<file path="src/rtl/sdrx_pkg.sv">
package sdrx_pkg;

  typedef enum logic [2:0] {
    ST_IDLE,
    ST_WAIT,
    ST_DATA,
    ST_CRC,
    ST_END
  } rxState_t;

  // Strobes from the sequencer to the datapath
  typedef struct packed {
    logic clear;     // new transfer armed: wipe per-block state
    logic takeNib;   // a payload nibble is on the lines
    logic lowHalf;   // that nibble is the second half of a byte
    logic checkCrc;  // a CRC bit is on the lines
    logic endBit;    // the end bit is on the lines
  } rxStrobe_t;

endpackage

</file>
<file path="src/rtl/sdrx_ctrl.sv">
module sdrx_ctrl
  import sdrx_pkg::*;
#(
  parameter int BLOCK_BYTES = 512,
  parameter int LANES       = 4,
  parameter int CRC_BITS    = 16
) (
  input  logic             clk,
  input  logic             rstN,
  input  logic             startRd,
  input  logic [LANES-1:0] dat,
  output rxStrobe_t        stb,
  output logic             busy
);

  localparam int NIBBLES = 2 * BLOCK_BYTES;
  localparam int NIB_W   = (NIBBLES > 1) ? $clog2(NIBBLES) : 1;
  localparam int CRC_CW  = (CRC_BITS > 1) ? $clog2(CRC_BITS) : 1;
  localparam logic [NIB_W-1:0]  NIB_LAST = NIB_W'(NIBBLES - 1);
  localparam logic [CRC_CW-1:0] CRC_LAST = CRC_CW'(CRC_BITS - 1);

  rxState_t          state, stateNxt;
  logic [NIB_W-1:0]  nibCnt;
  logic [CRC_CW-1:0] crcCnt;
  logic              startSeen;

  assign startSeen = (dat == '0);

  always_comb begin
    stateNxt = state;
    unique case (state)
      ST_IDLE: if (startRd)                stateNxt = ST_WAIT;
      ST_WAIT: if (startSeen)              stateNxt = ST_DATA;
      ST_DATA: if (nibCnt == NIB_LAST)     stateNxt = ST_CRC;
      ST_CRC:  if (crcCnt == CRC_LAST)     stateNxt = ST_END;
      ST_END:                              stateNxt = ST_IDLE;
      default:                             stateNxt = ST_IDLE;
    endcase
  end

  always_ff @(posedge clk or negedge rstN) begin
    if (!rstN) begin
      state  <= ST_IDLE;
      nibCnt <= '0;
      crcCnt <= '0;
    end else begin
      state <= stateNxt;
      if (state == ST_IDLE && startRd) begin
        nibCnt <= '0;
        crcCnt <= '0;
      end else if (state == ST_DATA) begin
        nibCnt <= nibCnt + 1'b1;
      end else if (state == ST_CRC) begin
        crcCnt <= crcCnt + 1'b1;
      end
    end
  end

  always_comb begin
    stb.clear    = (state == ST_IDLE) && startRd;
    stb.takeNib  = (state == ST_DATA);
    stb.lowHalf  = nibCnt[0];
    stb.checkCrc = (state == ST_CRC);
    stb.endBit   = (state == ST_END);
  end

  assign busy = (state != ST_IDLE);

endmodule

</file>
<file path="src/rtl/sdrx_dpath.sv">
module sdrx_dpath
  import sdrx_pkg::*;
#(
  parameter int                LANES    = 4,
  parameter int                CRC_BITS = 16,
  parameter logic [CRC_BITS-1:0] POLY   = 16'h1021
) (
  input  logic                 clk,
  input  logic                 rstN,
  input  logic [LANES-1:0]     dat,
  input  rxStrobe_t            stb,
  output logic                 fifoWe,
  output logic [2*LANES-1:0]   fifoData,
  output logic                 crcErr
);

  logic [LANES-1:0] hiNib;
  logic [LANES-1:0] laneBad;

  // Byte assembly: first nibble of a pair lands in the upper half
  always_ff @(posedge clk or negedge rstN) begin
    if (!rstN) begin
      hiNib    <= '0;
      fifoWe   <= 1'b0;
      fifoData <= '0;
    end else if (stb.clear) begin
      hiNib    <= '0;
      fifoWe   <= 1'b0;
    end else begin
      fifoWe <= stb.takeNib & stb.lowHalf;
      if (stb.takeNib && !stb.lowHalf) hiNib <= dat;
      if (stb.takeNib &&  stb.lowHalf) fifoData <= {hiNib, dat};
    end
  end

  // One serial CRC remainder per data line
  for (genvar g = 0; g < LANES; g++) begin : g_lane
    logic [CRC_BITS-1:0] remQ;
    logic                badQ;
    logic                feedBack;

    assign feedBack   = remQ[CRC_BITS-1] ^ dat[g];
    assign laneBad[g] = badQ;

    always_ff @(posedge clk or negedge rstN) begin
      if (!rstN) begin
        remQ <= '0;
        badQ <= 1'b0;
      end else if (stb.clear) begin
        remQ <= '0;
        badQ <= 1'b0;
      end else if (stb.takeNib) begin
        remQ <= {remQ[CRC_BITS-2:0], 1'b0} ^ (feedBack ? POLY : '0);
      end else if (stb.checkCrc) begin
        if (dat[g] != remQ[CRC_BITS-1]) badQ <= 1'b1;
        remQ <= {remQ[CRC_BITS-2:0], 1'b0};
      end
    end
  end

  always_ff @(posedge clk or negedge rstN) begin
    if (!rstN)           crcErr <= 1'b0;
    else if (stb.clear)  crcErr <= 1'b0;
    else if (stb.endBit) crcErr <= (|laneBad) | ~(&dat);
  end

endmodule

</file>
<file path="src/rtl/sdrx_top.sv">
module sdrx_top
  import sdrx_pkg::*;
#(
  parameter int BLOCK_BYTES = 512
) (
  input  logic       clk,
  input  logic       rstN,
  input  logic       startRd,
  input  logic [3:0] dat,
  output logic       busy,
  output logic       fifoWe,
  output logic [7:0] fifoData,
  output logic       crcErr
);

  localparam int LANES    = 4;
  localparam int CRC_BITS = 16;

  rxStrobe_t stb;

  sdrx_ctrl #(
    .BLOCK_BYTES(BLOCK_BYTES),
    .LANES      (LANES),
    .CRC_BITS   (CRC_BITS)
  ) u_ctrl (
    .clk    (clk),
    .rstN   (rstN),
    .startRd(startRd),
    .dat    (dat),
    .stb    (stb),
    .busy   (busy)
  );

  sdrx_dpath #(
    .LANES   (LANES),
    .CRC_BITS(CRC_BITS),
    .POLY    (16'h1021)
  ) u_dpath (
    .clk     (clk),
    .rstN    (rstN),
    .dat     (dat),
    .stb     (stb),
    .fifoWe  (fifoWe),
    .fifoData(fifoData),
    .crcErr  (crcErr)
  );

endmodule

</file>
<file path="config.mk">
export PLATFORM = sky130hd
export DESIGN_NAME = sdrx_top
export DESIGN_NICKNAME = d
export VERILOG_FILES = /design/src/rtl/sdrx_pkg.sv /design/src/rtl/sdrx_ctrl.sv /design/src/rtl/sdrx_dpath.sv /design/src/rtl/sdrx_top.sv
export SDC_FILE = /design/constraint.sdc
export NUM_CORES = 1
export LEC_CHECK = 0
export ABC_CLOCK_PERIOD_IN_PS = 2400
export BUFFER_PORTS_ARGS = -buffer_cell sky130_fd_sc_hd__buf_2
export CORE_MARGIN = 2
export CORE_UTILIZATION = 40
export CTS_CLUSTER_DIAMETER = 40
export DETAILED_ROUTE_END_ITERATION = 7
export SETUP_SLACK_MARGIN = 0.5
export SYNTH_ARGS = -nofsm -noshare
export SYNTH_HDL_FRONTEND = slang
export SYNTH_SLANG_ARGS = --single-unit
</file>
<file path="constraint.sdc">
create_clock -name clk -period 2.4 [get_ports clk]
set_input_delay 0.48 -clock clk [delete_from_list [all_inputs] [get_ports clk]]
set_output_delay 0.48 -clock clk [all_outputs]
set_load 0.02 [all_outputs]
</file>
==> impl_metrics.tcl <==
set metrics [dict create \
    synth_edf_count 0 \
    ir_drop_v 0.000420 \
    crit_path_cell_trace "buf_8, nor2_4, nand2_1, buf_2" \
    fmax_mhz 541 \
    drc 0 \
    ys_types 48 \
    core_area_mm2 0.0102 \
    drt_iter0_drc 165 \
    status "completed" \
    dieArea_mm2 0.0113 \
    dp_hpwl_um 5090 \
    clock_path_buffers 2 \
    cp.required_ns 1.92 \
    gp_congestion 0.731 \
    ys_top_cells_by_area "dfrtp_1 59%, a32o_1 13%, mux2_2 2.1%" \
    synth_top_area_share_pct 59.1 \
    switching_share_pct 28.6 \
    worst_slack_ns 0.551 \
    io_buffers 17 \
    pre_cts_slack_ns 0.181 \
    overflow 0 \
    area_growth_pct 11.2 \
    htreeDepth 3 \
    antenna_found_initial 0 \
    grt_max_degree 52 \
    worst_clock_skew_ns 0.0133 \
    finalHoldViolations 0 \
    cellLeakagePower_nw 2.16 \
    dieHeight_um 106 \
    tns_ns 0 \
    rr_endpoint "u_ctrl.state[0]$_DFFE_PN0P_" \
    slew_headroom_pct 34.7 \
    power.internal_w 0.00235 \
    cpMaxStageDelayCell "dfrtp_2" \
    ys.flop_type "dfrtp_1" \
    holdCritPathClass "in2async" \
    p_clk_share_pct 31.7 \
    yosysWarnings 0 \
    avgViaCountPerCell 5.90 \
    combPwrFrac_pct 11.9 \
    cts_sinks 99 \
    slowest_delay_ns 0.46 \
    ff2ff_setup_slack_ns 0.63 \
    fin_crit_ns 1.85 \
    grt_util_all_layers_pct 15.7 \
    ios 18 \
    ys_ff_latch 99 \
    cp_num_buf_inv 2 \
    r2r-start "u_ctrl.state[1]$_DFFE_PN0P_" \
    cts_buffers 9 \
    syn_inst 331 \
    cp_max_fo 28 \
    grt_pass1_wl_um 14000 \
    end_kind "output port" \
    cp.arrival_ns 1.37 \
    max-cap-violations 0 \
    drtPass1Iterations 4 \
    rsz0062_at_grt "yes" \
    path_delay_family "flip-flops" \
    reg2reg_depth 4 \
    fin_util_pct 45.6 \
    drt_wl_total_um 8250 \
    ys_seq_area_share_pct 59.1 \
    ant_nets 0 \
    num_rows 37 \
    clock_latency_ns 0.38 \
    synth_top_area_cell "dfrtp_1" \
    tightest_slew_ns 0.980 \
    clk_pin_slew_ns 0.10 \
    syn_avg_cell_area_um2 12.7 \
    ys_async_sr_fraction_pct 100 \
    fin_nets 353 \
    setup_viol 0 \
    crit_path_start_kind "flip-flop" \
    cts_tree "done" \
    power.switching_w 0.000942 \
    die_w_um 106 \
    synth_fp_nets 340 \
    start_util_pct 41.0 \
    hold_buffers 0 \
    num_vias 2860 \
    root_buffer "clkbuf_8" \
    period_share_pct 77.1 \
    num_antenna_cells 0 \
    grt_pass1_vias 2808 \
    drive_gt1_share_pct 18.9 \
    seq_power_share_pct 56.5 \
    wl_per_cell_um 17.0 \
    synthesis.area_mm2 0.00420 \
    slew_viol_final 0 \
    p_per_area_mw_per_mm2 705 \
    critPathKind "reg2out" \
]
[power by group through the flow]
| stage | sequential (W) | combinational, W | clock [W] |
|---|---|---|---|
| floorplan | 0.00187 | 0.000260 | 0 |
| global placement | 0.00188 | 0.000369 | 0 |
| detailed placement | 0.00189 | 0.000378 | 0 |
| CTS | 0.00185 | 0.000382 | 0.00108 |
| global route | 0.00187 | 0.000443 | 0.00114 |
| finish | 0.00186 | 0.000391 | 0.00104 |
[worst max path at each step]
stage	from	to	slack [ns]	cells after the start
2_1_floorplan	u_ctrl.state[0]$_DFFE_PN0P_	busy	0.83	4
4_1_cts	u_ctrl.state[0]$_DFFE_PN0P_	busy	0.49	4
3_5_place_dp	startRd	u_dpath.g_lane[0].remQ[7]$_DFFE_PN0P_	0.18	5
5_1_grt	u_ctrl.state[1]$_DFFE_PN0P_	busy	0.46	4
6_report	u_ctrl.state[1]$_DFFE_PN0P_	busy	0.55	4
3_3_place_gp	startRd	u_dpath.g_lane[0].remQ[8]$_DFFE_PN0P_	0.20	5
[cell usage in the layout (no fill, tap or decap), types with 4 or more instances in the layout]
master,count
nand3_1,5
nor2_1,20
buf_2,16
xor2_1,5
o21ai_0,8
a32o_1,53
nor4_1,4
a22o_1,6
a221o_1,8
o211a_1,8
clkbuf_8,10
a21oi_1,13
nand2_1,15
buf_4,11
mux2_2,8
dfrtp_1,97
xnor2_1,4
[what timing repair did]
item                       CTS  global route
resized for setup            2             5
setup endpoints to repair   14            27
pin swaps                    1             1
gates cloned                 0             1
setup buffers                0             1
[per-stage QoR]
step	power (W)	instances	hold WS (ns)	cell area, µm²
after global routing	0.00345	485	0.0684	4660
final	0.00329	485	0.0425	4660
after detailed placement	0.00226	467	0.470	4430
after CTS	0.00332	483	0.0464	4630
after global placement	0.00225	467	0.467	4430
after floorplan	0.00213	331	0.184	4200
[cells in the mapped netlist (all sizes together) (2+ instances only)]
master   instances
nor2b            3
dfrtp           99
mux2             8
nor3b            2
nor3             2
o22ai            2
or4              2
o211a            8
a21oi           13
mux2i            3
inv              4
nand4bb          2
or3              3
xnor2            4
o31ai            2
o21ai            9
a221o            8
a22o             6
ha               2
nor4             4
buf             16
a32o            53
nor2            21
nand2b           3
clkbuf          13
xor2             5
nand2           15
nand3            5
nor4b            2
[logic make-up after synthesis]
logic type / count (synthesis) / synth area share (%)
flip-flops: 99 / 59.1
buffers and inverters: 33 / 3.70
AO/OA/AOI/OAI: 105 / 21.9
XOR/XNOR: 9 / 1.88
adder cells (fa/ha/maj): 2 / 0.596
AND/OR/NAND/NOR: 72 / 10.0
multiplexers: 11 / 2.86
[sequential cells by signal, summed over array words and instances, names as in the netlist]
register,count
u_ctrl.crcCnt,4
u_ctrl.nibCnt,10
u_ctrl.state,3
u_dpath.crcErr,1
u_dpath.fifoData,8
u_dpath.fifoWe,1
u_dpath.g_lane.badQ,4
u_dpath.g_lane.remQ,64
u_dpath.hiNib,4
[metal layers]
layer | global-route usage, % | share of wire (%)
met1 | 21.9 | 49
met4 | 6.49 | 1.6
met2 | 23.5 | 46
met5 | 0 | 0
met3 | 3.99 | 3.4
[area by class of cell]
| type | count | area, µm² |
|---|---|---|
| clock buffer | 10 | 138 |
| clock inverter | 6 | 56.3 |
| fill | 940 | 5570 |
| inverter | 4 | 15.0 |
| multi-input combinational | 200 | 1600 |
| sequential | 99 | 2480 |
| tap | 136 | 170 |
| timing repair buffer | 30 | 209 |
(Power assumes the default switching activity.)
